### src/rtl/cwd_pkg.sv
package cwd_pkg;

  localparam int REG_W    = 8;
  localparam int FIELD_W  = 6;
  localparam int SEL_BIT  = 7;
  localparam int LOCK_BIT = 6;

  typedef struct packed {
    logic src_fast;   // 1: high counter clocked by prescaler output
    logic stop_lock;  // 1: stop instruction trips a reset
  } cwd_ctrl_t;

  // Enabled strobes from a reload to the high-counter underflow
  function automatic int unsigned timeout_strobes(input logic fast,
                                                  input int w,
                                                  input int div);
    int unsigned span;
    span = fast ? (32'd1 << w) : (32'd1 << (2 * w));
    return span * div;
  endfunction

  // Down-count with natural wrap to all ones
  function automatic logic [31:0] dec_wrap(input logic [31:0] v, input int w);
    logic [31:0] mask;
    mask = (32'd1 << w) - 32'd1;
    return (v - 32'd1) & mask;
  endfunction

endpackage

### src/rtl/cwd_prescaler.sv
module cwd_prescaler #(
  parameter int DIV = 16
) (
  input  logic clk,
  input  logic rst,
  input  logic clear,
  input  logic run,
  input  logic clk_en,
  output logic tick
);
  localparam int CW = (DIV > 2) ? $clog2(DIV) : 1;
  localparam logic [CW-1:0] LAST = CW'(DIV - 1);

  logic [CW-1:0] cnt;
  logic          step;

  assign step = run && clk_en;
  assign tick = step && (cnt == LAST);

  always_ff @(posedge clk) begin
    if (rst || clear) cnt <= '0;
    else if (step)    cnt <= tick ? '0 : cnt + CW'(1);
  end

  AST_PRESC_HOLD: assert property (@(posedge clk) disable iff (rst)
    (!clk_en && !clear) |=> $stable(cnt));

  AST_PRESC_MOVES: assert property (@(posedge clk) disable iff (rst)
    (run && clk_en && !clear) |=> (cnt != $past(cnt)));

endmodule

### src/rtl/cwd_counters.sv
module cwd_counters #(
  parameter int W = 8
) (
  input  logic         clk,
  input  logic         rst,
  input  logic         load,
  input  logic         tick,
  input  logic         src_fast,
  output logic [W-1:0] cnt_hi,
  output logic         lo_uf,
  output logic         hi_uf
);
  import cwd_pkg::*;

  logic [W-1:0] cnt_lo;
  logic         hi_src;

  assign lo_uf  = tick && (cnt_lo == '0);
  assign hi_src = src_fast ? tick : lo_uf;
  assign hi_uf  = hi_src && (cnt_hi == '0);

  always_ff @(posedge clk) begin
    if (rst || load) begin
      cnt_lo <= '1;
      cnt_hi <= '1;
    end else begin
      if (tick)   cnt_lo <= W'(dec_wrap(32'(cnt_lo), W));
      if (hi_src) cnt_hi <= W'(dec_wrap(32'(cnt_hi), W));
    end
  end

  AST_IDLE_HOLD: assert property (@(posedge clk) disable iff (rst)
    (!tick && !load) |=> ($stable(cnt_hi) && $stable(cnt_lo)));

  AST_RELOAD_ONES: assert property (@(posedge clk) disable iff (rst)
    load |=> ((cnt_hi == '1) && (cnt_lo == '1)));

endmodule

### src/rtl/cwd_ctrl.sv
module cwd_ctrl (
  input  logic               clk,
  input  logic               rst,
  input  logic               wr_en,
  input  logic [7:0]         wr_data,
  output logic               running,
  output cwd_pkg::cwd_ctrl_t ctrl
);
  import cwd_pkg::*;

  always_ff @(posedge clk) begin
    if (rst) begin
      running        <= 1'b0;
      ctrl.src_fast  <= 1'b0;
      ctrl.stop_lock <= 1'b0;
    end else if (wr_en) begin
      running        <= 1'b1;
      ctrl.src_fast  <= wr_data[SEL_BIT];
      ctrl.stop_lock <= ctrl.stop_lock | wr_data[LOCK_BIT];
    end
  end

  AST_LOCK_STICKY: assert property (@(posedge clk) disable iff (rst)
    ctrl.stop_lock |=> ctrl.stop_lock);

  AST_RUN_STICKY: assert property (@(posedge clk) disable iff (rst)
    running |=> running);

endmodule

### src/rtl/casc_watchdog.sv
module casc_watchdog #(
  parameter int CNT_W     = 8,   // must be at least 6
  parameter int PRESC_DIV = 16
) (
  input  logic       clk,
  input  logic       rst,
  input  logic       clk_en,
  input  logic       wr_en,
  input  logic [7:0] wr_data,
  output logic [7:0] rd_data,
  input  logic       stop_exec,
  output logic       reset_req
);
  import cwd_pkg::*;

  logic             running;
  cwd_ctrl_t        ctrl;
  logic             tick;
  logic [CNT_W-1:0] cnt_hi;
  logic             lo_uf;
  logic             hi_uf;
  logic             hi_uf_eff;   // underflow that survives a same-cycle write
  logic             stop_trip;
  logic             req_q;

  cwd_ctrl u_ctrl (
    .clk     (clk),
    .rst     (rst),
    .wr_en   (wr_en),
    .wr_data (wr_data),
    .running (running),
    .ctrl    (ctrl)
  );

  cwd_prescaler #(.DIV(PRESC_DIV)) u_presc (
    .clk    (clk),
    .rst    (rst),
    .clear  (wr_en),
    .run    (running),
    .clk_en (clk_en),
    .tick   (tick)
  );

  cwd_counters #(.W(CNT_W)) u_cnt (
    .clk      (clk),
    .rst      (rst),
    .load     (wr_en),
    .tick     (tick),
    .src_fast (ctrl.src_fast),
    .cnt_hi   (cnt_hi),
    .lo_uf    (lo_uf),
    .hi_uf    (hi_uf)
  );

  assign hi_uf_eff = hi_uf && !wr_en;
  assign stop_trip = ctrl.stop_lock && stop_exec;

  always_ff @(posedge clk) begin
    if (rst) req_q <= 1'b0;
    else     req_q <= hi_uf_eff || stop_trip;
  end

  assign reset_req = req_q;
  assign rd_data   = {ctrl.src_fast, ctrl.stop_lock, cnt_hi[CNT_W-1 -: FIELD_W]};

  // Independent strobe counter for timeout checking
  logic [31:0] strobe_cnt;
  always_ff @(posedge clk) begin
    if (rst || wr_en || hi_uf_eff) strobe_cnt <= '0;
    else if (running && clk_en)    strobe_cnt <= strobe_cnt + 32'd1;
  end

  AST_TIMEOUT_EXACT: assert property (@(posedge clk) disable iff (rst)
    hi_uf_eff |-> ((strobe_cnt + 32'd1) ==
                   32'(timeout_strobes(ctrl.src_fast, CNT_W, PRESC_DIV))));

  AST_UF_REQ: assert property (@(posedge clk) disable iff (rst)
    hi_uf_eff |=> reset_req);

  AST_STOP_TRIP: assert property (@(posedge clk) disable iff (rst)
    (ctrl.stop_lock && stop_exec) |=> reset_req);

  AST_STOP_IGNORED: assert property (@(posedge clk) disable iff (rst)
    (!ctrl.stop_lock && !hi_uf_eff) |=> !reset_req);

  AST_WRITE_WINS: assert property (@(posedge clk) disable iff (rst)
    (wr_en && !stop_exec) |=> !reset_req);

  AST_LOW_UF_ONLY_RUNNING: assert property (@(posedge clk) disable iff (rst)
    lo_uf |-> running);

endmodule

### config.mk
export PLATFORM = sky130hd
export DESIGN_NAME = casc_watchdog
export DESIGN_NICKNAME = d
export VERILOG_FILES = /design/src/rtl/cwd_pkg.sv /design/src/rtl/cwd_prescaler.sv /design/src/rtl/cwd_counters.sv /design/src/rtl/cwd_ctrl.sv /design/src/rtl/casc_watchdog.sv
export SDC_FILE = /design/constraint.sdc
export NUM_CORES = 1
export LEC_CHECK = 0
export ABC_AREA = 0
export BUFFER_PORTS_ARGS = -buffer_cell sky130_fd_sc_hd__buf_2
export CAP_MARGIN = 20
export CORE_MARGIN = 5
export CORE_UTILIZATION = 53
export DETAILED_ROUTE_END_ITERATION = 12
export HOLD_SLACK_MARGIN = 0.02
export PLACE_DENSITY = 0.85
export SLEW_MARGIN = 20
export SYNTH_ARGS = -nofsm -noshare
export SYNTH_HDL_FRONTEND = slang
export SYNTH_HIERARCHICAL = 1
export SYNTH_SLANG_ARGS = --single-unit
### constraint.sdc
create_clock -name clk -period 2.29 [get_ports clk]
set_input_delay 0.229 -clock clk [delete_from_list [all_inputs] [get_ports clk]]
set_output_delay 0.229 -clock clk [all_outputs]
set_load 0.005 [all_outputs]
==> metrics.txt, run 1 <==
Post-CTS Setup Repair Bufs=0; Clock Root Buffer=clkbuf_4; hold buffers post-CTS=0; vias in the first global route=890; clock sink total=24; status=finished, final reports clean; Initial Util=54.0%; static leakage=0.555 nW; gr usage total=15.6%; crit end category=flip-flop; chip height=56.8 um; DR iter-0 viols=40; RSZ-0062 raised after global routing=false; die width=56.8 um; Clock Skews=0.00140 ns; Post-Syn Nets=143; crit path kind=flip-flop to flip-flop; worst slew pin tran=0.488 ns; PD cells=492 nW/um^2; Via Count=954; Yosys warning total=6; CTS tree=built; ANT cells=0; FMAX=0.530 GHz; area grow syn2layout=11.0%; share of post-route cells with drive strength above 1=21.8%; Worst Hold Class=input port to flip-flop; Nets=162; Cell Area, Placed=1260 um^2; design area=1290 um^2; CTS buffer count=3; clock buffer depth=2; CP startpoint=u_presc/cnt[0]; Worst-path clk slew=0.12 ns; Routed wire per std cell=12.8 um; DRC Markers=0; CP startpoint kind=flip-flop; initial antenna violation count=0; R2R Path Start=u_presc/cnt[0]; pre-CTS setup slack=0.409 ns; Mapped Cells=125; WP data required=2.50 ns; post-route antenna net violation count=0; CTS resizes=0; max-cap violations=0; # setup viols final=0; first-pass GRT wire length=3840 um; area taken by multi-input logic gates=644 um^2; worst-skew pair later-pin latency=0.31 ns; final hold viol count=0; DR vias/cell=5.61; syn_area_per_cell=9.28 um^2; Tcrit/Tclk final=82.4%; # rows=17; relative slew slack=67.4%; first-pass iteration count of the detailed router=4; most frequent cells in the layout=24 x dfxtp_1, 15 x buf_2, 14 x nand2_1; largest net degree at the start of global routing=17; Congestion Overflow GR=0; Peak VDD IR=0.465 mV; fin crit period=1.89 ns; final wirelength=2170 um; H-tree Lvls=1; final slew viol count=0; crit-path max FO=8; fill count=183; Die ar.=3220 um^2; Mapped Area=1160 um^2; HPWL Detailed=1660 um; min-delay src=stop_exec; IO Port Bufs=15; most common cell after layout, fill and taps aside=dfxtp_1; routability cong.=0.753; Ports=22; final setup TNS=0 ns; Sequential cell area=480 um^2; final setup margin=0.402 ns; Core Area=2150 um^2; Arrival @ worst endpoint=2.10 ns
-- final cells by class --
type / instances / area share (%)
Multi-Input combinational cell: 94 / 50.0
Sequential cell: 24 / 37.3
Timing Repair Buffer: 17 / 7.00
Tap cell: 28 / 2.72
Clock buffer: 3 / 1.75
Inverter: 4 / 1.17
-- metrics by stage --
stage / hold slack (ns) / util (%) / power, mW / cells
6_report: 0.152 / 59.9 / 0.634 / 170
4_1_cts: 0.135 / 59.9 / 0.646 / 170
5_1_grt: 0.134 / 59.9 / 0.665 / 170
3_3_place_gp: 0.462 / 58.9 / 0.462 / 167
2_1_floorplan: 0.291 / - / 0.447 / 125
3_5_place_dp: 0.471 / 58.9 / 0.464 / 167
-- registers in the layout (all words and copies together) (netlist names) --
name	cells
u_cnt/cnt_lo	8
u_presc/cnt	4
u_cnt/cnt_hi	8
u_ctrl/running	1
u_ctrl/ctrl	2
reset_req	1
-- routing by layer --
| metal | vias to the layer above | global-route usage, % | routed length [um] |
|---|---|---|---|
| met5 | - | 0 | 0 |
| met4 | 0 | 9.27 | 68 |
| met3 | 9 | 5.75 | 112 |
| met2 | 19 | 26.1 | 1080 |
| met1 | 448 | 16.5 | 910 |
| li1 | 478 | - | - |
-- power by group --
part / leakage [nW] / switching, mW / total (mW) / internal [mW]
Sequential: 0.195 / 0.00447 / 0.426 / 0.422
Clock: 0.0138 / 0.118 / 0.179 / 0.0616
Combinational: 0.346 / 0.0160 / 0.0278 / 0.0118
-- final timing paths --
path              depth (start not counted)  slack [ns]              end
hold / removal                            3        0.15        reset_req
setup / recovery                          7        0.40  u_cnt/cnt_lo[5]
setup reg to reg                          7        0.40  u_cnt/cnt_lo[5]
hold reg to reg                           2        0.49        reset_req
-- critical path, stage by stage (launching register included) --
cell	delay, ns
dfxtp_1	0.42
ha_1	0.25
nand2_1	0.07
nor2_1	0.14
buf_4	0.19
nor4b_2	0.43
and3_1	0.22
o21ai_1	0.06
Power figures use the tool's default switching activity.
==> inputs of run 2 (changes only) <==
--- a/config.mk
+++ b/config.mk
@@ -5,14 +5,14 @@
 export SDC_FILE = /design/constraint.sdc
 export NUM_CORES = 1
 export LEC_CHECK = 0
-export ABC_AREA = 0
+export ABC_AREA = 1
 export BUFFER_PORTS_ARGS = -buffer_cell sky130_fd_sc_hd__buf_2
 export CAP_MARGIN = 20
 export CORE_MARGIN = 5
-export CORE_UTILIZATION = 53
+export CORE_UTILIZATION = 49
 export DETAILED_ROUTE_END_ITERATION = 12
 export HOLD_SLACK_MARGIN = 0.02
-export PLACE_DENSITY = 0.85
+export PLACE_DENSITY = 0.82
 export SLEW_MARGIN = 20
 export SYNTH_ARGS = -nofsm -noshare
 export SYNTH_HDL_FRONTEND = slang
==> constraint.sdc (replaced) <==
create_clock -name clk -period 1.5 [get_ports clk]
set_input_delay 0.15 -clock clk [delete_from_list [all_inputs] [get_ports clk]]
set_output_delay 0.15 -clock clk [all_outputs]
set_load 0.005 [all_outputs]
==> metrics.txt, run 2 <==
Nets=224 (was 162); most common cell after layout, fill and taps aside=nand2_1 (was dfxtp_1); Worst-path clk slew=0.13 ns (was 0.12 ns); Yosys warning total=6 (unchanged); routability cong.=0.792 (was 0.753); power after layout=1.04 mW (was 0.634 mW); worst slew pin tran=0.435 ns (was 0.488 ns); Clock Root Buffer=clkbuf_4 (unchanged); Mapped Cells=177 (was 125); RSZ-0062 raised after global routing=true (was false); Sequential cell area=483 um^2 (was 480 um^2); max-cap violations=0 (unchanged); first-pass GRT wire length=4530 um (was 3840 um); first-pass iteration count of the detailed router=4 (unchanged); IO Port Bufs=15 (unchanged); relative slew slack=70.9% (was 67.4%); Ports=22 (unchanged); largest net degree at the start of global routing=14 (was 17); hold buffers post-CTS=0 (unchanged); HPWL Detailed=1860 um (was 1660 um); most frequent cells in the layout=33 x nand2_1, 28 x nand3_1, 22 x dfxtp_1 (was 24 x dfxtp_1, 15 x buf_2, 14 x nand2_1); final wirelength=2680 um (was 2170 um); clock buffer depth=2 (unchanged); Initial Util=51.3% (was 54.0%); Arrival @ worst endpoint=1.64 ns (was 2.10 ns); area grow syn2layout=23.3% (was 11.0%); status=finished, final reports clean (unchanged); post-route antenna net violation count=0 (unchanged); fin crit period=1.43 ns (was 1.89 ns); CTS tree=built (unchanged); Cells after DPL=229 (was 167); R2R Path Start=u_presc/cnt[0] (unchanged); Regs by FF count=u_cnt/cnt_hi (8), u_cnt/cnt_lo (8), u_presc/cnt (4) (unchanged); Post-Syn Nets=195 (was 143); Die ar.=3710 um^2 (was 3220 um^2); DR vias/cell=5.06 (was 5.61); Core Area=2480 um^2 (was 2150 um^2); worst-skew pair later-pin latency=0.31 ns (about the same); Tcrit/Tclk final=95.5% (was 82.4%); area taken by multi-input logic gates=759 um^2 (was 644 um^2); Worst path max stage delay=0.38 ns (was 0.43 ns); static leakage=0.762 nW (was 0.555 nW); syn_area_per_cell=7.18 um^2 (was 9.28 um^2); gr usage total=16.1% (was 15.6%); CTS buffer count=3 (unchanged); final slew viol count=0 (unchanged); Clock Skews=0.00176 ns (was 0.00140 ns); crit end category=flip-flop (unchanged); most used cell, CP=nor2_4; Congestion Overflow GR=0 (unchanged); Peak VDD IR=0.618 mV (was 0.465 mV); cell breakdown of the critical path=ha_4, nand3_4, nor2_4, buf_6, nand2_4, nor2_4, nand3_2, o21ai_1, nand3_1 (was ha_1, nand2_1, nor2_1, buf_4, nor4b_2, and3_1, o21ai_1); cell at the slowest stage of the critical path=dfxtp_2 (was nor4b_2); DRC Markers=0 (unchanged); H-tree Lvls=1 (unchanged); chip height=60.9 um (was 56.8 um); # setup viols final=0 (unchanged); FMAX=0.698 GHz (was 0.530 GHz); PD cells=667 nW/um^2 (was 492 nW/um^2); post-route non-filler standard cell count=235 (was 170); CP startpoint=u_presc/cnt[0] (unchanged); Cell Area, Placed=1440 um^2 (was 1260 um^2); crit path kind=flip-flop to flip-flop (unchanged); clock sink total=24 (unchanged); CP startpoint kind=flip-flop (unchanged); share of post-route cells with drive strength above 1=31.2% (was 21.8%); crit-path max FO=6 (was 8); Via Count=1190 (was 954); final hold viol count=0 (unchanged); DR iter-0 viols=21 (was 40); Mapped Area=1270 um^2 (was 1160 um^2); # rows=18 (was 17); initial antenna violation count=0 (unchanged); vias in the first global route=1090 (was 890); die width=60.9 um (was 56.8 um); fill count=236 (was 183); WP data required=1.71 ns (was 2.50 ns); min-delay src=rst (was stop_exec); Worst Hold Class=input port to flip-flop (unchanged); ANT cells=0 (unchanged); Routed wire per std cell=11.4 um (was 12.8 um); design area=1570 um^2 (was 1290 um^2)
## run 2: per-layer routing
layer | vias to the layer above | wire length (um) | track usage [%]
li1 | 628 | - | -
met4 | 0 | 38 | 7.74
met5 | - | 0 | 0
met3 | 4 | 90 | 3.19
met2 | 19 | 1350 | 26.0
met1 | 539 | 1200 | 20.4
## run 2: final timing paths
kind | to | slack (ns) | depth (start not counted)
setup / recovery | u_cnt/cnt_lo[6] | 0.07 | 9
hold / removal | u_ctrl/ctrl[0] | 0.05 | 2
setup reg to reg | u_cnt/cnt_lo[6] | 0.07 | 9
hold reg to reg | u_cnt/cnt_lo[7] | 0.46 | 2
## run 2: power breakdown
| part | internal [mW] | total (mW) | switching, mW |
|---|---|---|---|
| clock | 0.148 | 0.338 | 0.190 |
| combinational | 0.0225 | 0.0536 | 0.0312 |
| sequential | 0.646 | 0.654 | 0.00803 |
| total | 0.816 | 1.04 | 0.229 |
## run 2: final cells by class
class | count | share of cell area, %
sequential | 24 | 30.8
inverter | 24 | 5.75
timing repair buffer | 26 | 10.3
multi-input combinational | 127 | 48.4
tap | 30 | 2.39
clock buffer | 4 | 2.31
## run 2: critical path, delay by kind of cell (launching register included)
family	cells	cell delay (ns)
fa+ha+maj	1	0.15
buf+inv	1	0.15
simple gates	6	0.54
compound gates	1	0.12
flops	1	0.38
## run 2: metrics by stage
stage	utilization, %	setup slack [ns]	hold slack (ns)	setup TNS [ns]
CTS	60.0	0.0230	0.0497	0
finish	63.3	0.0668	0.0530	0
floorplan	-	0.0380	0.212	0
detailed placement	57.9	-0.0346	0.398	-0.0696
global placement	57.9	-0.0112	0.390	-0.0195
global route	63.3	-0.0458	0.0391	-0.0603
## run 2: repair_timing
| action | CTS | global route |
|---|---|---|
| endpoints found under the setup margin | 4 | 14 |
| gates resized for setup | 6 | 16 |
| pin swaps | 0 | 6 |
| setup buffers | 0 | 2 |
==> inputs of run 3 (changes only) <==
--- a/config.mk
+++ b/config.mk
@@ -8,6 +8,7 @@
 export ABC_AREA = 1
 export BUFFER_PORTS_ARGS = -buffer_cell sky130_fd_sc_hd__buf_2
 export CAP_MARGIN = 20
+export CORE_ASPECT_RATIO = 0.8
 export CORE_MARGIN = 5
 export CORE_UTILIZATION = 49
 export DETAILED_ROUTE_END_ITERATION = 12
==> metrics.txt, run 3 (synthesis gave the netlist of run 2 again) <==
hold buffers post-CTS=0 (unchanged); status=finished, final reports clean (unchanged); CTS buffer count=3 (unchanged); final hold viol count=0 (unchanged); final slew viol count=0 (unchanged); initial antenna violation count=0 (unchanged); CP startpoint kind=flip-flop (unchanged); RSZ-0062 raised after global routing=true (unchanged); crit-path max FO=6 (unchanged); vias in the first global route=1050 (was 1090); worst-skew pair later-pin latency=0.31 ns (about the same); WL met2=1130 um (was 1350 um); min-delay src=rst (unchanged); Ports=22 (unchanged); DR vias/cell=4.91 (was 5.06); HPWL Detailed=1890 um (was 1860 um); cell breakdown of the critical path=ha_4, nand3_2, nor2_1, buf_4, nand2_2, nor2_2, nand3_1, o21ai_1, nand3_1 (was ha_4, nand3_4, nor2_4, buf_6, nand2_4, nor2_4, nand3_2, o21ai_1, nand3_1); Routed wire per std cell=10.2 um (was 11.4 um); final wirelength=2470 um (was 2680 um); hold_ws=0.0623 ns (was 0.0530 ns); die width=66.9 um (was 60.9 um); design area=1550 um^2 (was 1570 um^2); post-layout util=62.8% (was 63.3%); DRC Markers=0 (unchanged); Worst-path clk slew=0.13 ns (about the same); final setup TNS=0 ns (unchanged); worst slew pin tran=0.413 ns (was 0.435 ns); crit path kind=flip-flop to flip-flop (unchanged); Peak VDD IR=0.585 mV (was 0.618 mV); chip height=55.6 um (was 60.9 um); Core Area=2460 um^2 (was 2480 um^2); fin crit period=1.41 ns (was 1.43 ns); most common cell after layout, fill and taps aside=nand2_1 (unchanged); Via Count=1188 (was 1190); relative slew slack=72.4% (was 70.9%); Clock Root Buffer=clkbuf_4 (unchanged); gr usage total=14.7% (was 16.1%); Die ar.=3720 um^2 (was 3710 um^2); IO Port Bufs=15 (unchanged); max-cap violations=0 (unchanged); metal3 WL=97 um (was 90 um); Hold Crit Endpoint=u_ctrl/ctrl[0] (unchanged); Cells after DPL=236 (was 229); first-pass GRT wire length=4420 um (was 4530 um); PD cells=674 nW/um^2 (was 667 nW/um^2); Worst path max stage delay=0.38 ns (about the same); H-tree Lvls=1 (unchanged); ANT cells=0 (unchanged); # rows=16 (was 18); Congestion Overflow GR=0 (unchanged); FMAX=0.708 GHz (was 0.698 GHz); routability cong.=0.785 (was 0.792); Regs by FF count=u_cnt/cnt_hi (8), u_cnt/cnt_lo (8), u_presc/cnt (4) (unchanged); first-pass iteration count of the detailed router=4 (unchanged); wire length on met1=1230 um (was 1200 um); share of post-route cells with drive strength above 1=30.6% (was 31.2%); Initial Util=51.6% (was 51.3%); r2r endpoint=u_cnt/cnt_lo[6] (unchanged); Worst Hold Class=input port to flip-flop (unchanged); clock buffer depth=2 (unchanged); DR iter-0 viols=44 (was 21); clock sink total=24 (unchanged); Max Used Layer=met4 (unchanged); most used cell, CP=nand3_1 (was nor2_4); Tcrit/Tclk final=94.2% (was 95.5%); crit end category=flip-flop (unchanged); R2R Path Start=u_presc/cnt[1] (was u_presc/cnt[0]); Cells on Worst Hold Path=2 (unchanged); Arrival @ worst endpoint=1.63 ns (was 1.64 ns); Reg2Reg Depth=9 (unchanged); post-route non-filler standard cell count=242 (was 235); area grow syn2layout=21.6% (was 23.3%); cell at the slowest stage of the critical path=dfxtp_2 (unchanged); Cell Area, Placed=1450 um^2 (was 1440 um^2); WP data required=1.72 ns (was 1.71 ns); # setup viols final=0 (unchanged); Clock Skews=0.0112 ns (was 0.00176 ns); largest net degree at the start of global routing=14 (unchanged); post-route antenna net violation count=0 (unchanged); Nets=225 (was 224); CTS tree=built (unchanged); most frequent cells in the layout=32 x nand2_1, 29 x nand3_1, 22 x dfxtp_1 (was 33 x nand2_1, 28 x nand3_1, 22 x dfxtp_1); static leakage=0.726 nW (was 0.762 nW); flop2flop setup slack=0.09 ns (was 0.07 ns)
[run 3: how the worst max path moves through the flow]
stage	startpoint	slack, ns	endpoint	cells past startpoint
2_1_floorplan	u_presc/cnt[0]	0.04	u_cnt/cnt_lo[6]	9
3_3_place_gp	u_presc/cnt[1]	0.03	u_cnt/cnt_lo[7]	9
3_5_place_dp	u_presc/cnt[0]	-0.0006	u_cnt/cnt_lo[6]	9
4_1_cts	u_presc/cnt[1]	0.0002	u_cnt/cnt_lo[6]	9
5_1_grt	u_presc/cnt[1]	-0.06	reset_req	10
6_report	u_presc/cnt[1]	0.09	u_cnt/cnt_lo[6]	9
[run 3: metrics by stage]
stage          power (mW)  setup slack [ns]
2_1_floorplan       0.692            0.0380
3_3_place_gp        0.716            0.0334
3_5_place_dp        0.718         -0.000598
4_1_cts              1.06          0.000193
5_1_grt              1.09           -0.0613
6_report             1.04            0.0875
[run 3: cell type report]
cell class | count | area [um^2]
sequential | 24 | 483
multi-input combinational | 127 | 722
timing repair buffer | 27 | 169
tap | 36 | 45.0
fill | 228 | 917
inverter | 24 | 90.1
clock buffer | 4 | 36.3
[run 3: metal layers]
layer / GRT usage [%] / vias to the layer above
met5: 0 / -
met4: 3.76 / 0
met3: 4.26 / 2
met2: 21.8 / 16
met1: 20.7 / 537
li1: - / 633
[run 3: where the power goes]
group | leakage, nW | internal, mW | total (mW) | switching, mW
combinational | 0.509 | 0.0224 | 0.0538 | 0.0314
clock | 0.0210 | 0.148 | 0.335 | 0.187
sequential | 0.196 | 0.646 | 0.652 | 0.00658
total | 0.726 | 0.816 | 1.04 | 0.225
[run 3: timing repair]
action,CTS,global route
endpoints found under the setup margin,1,13
buffers inserted,0,2
hold endpoints to repair,0,0
pin swaps,0,8
resized for setup,1,14
gates cloned,0,0
[run 3: worst max-delay path: cells and delay by family (launching register included)]
kind,cells,cell delay (ns)
AO/OA/AOI/OAI,1,0.12
adder cells (fa/ha/maj),1,0.14
buffers and inverters,1,0.17
flip-flops,1,0.38
AND/OR/NAND/NOR,6,0.51
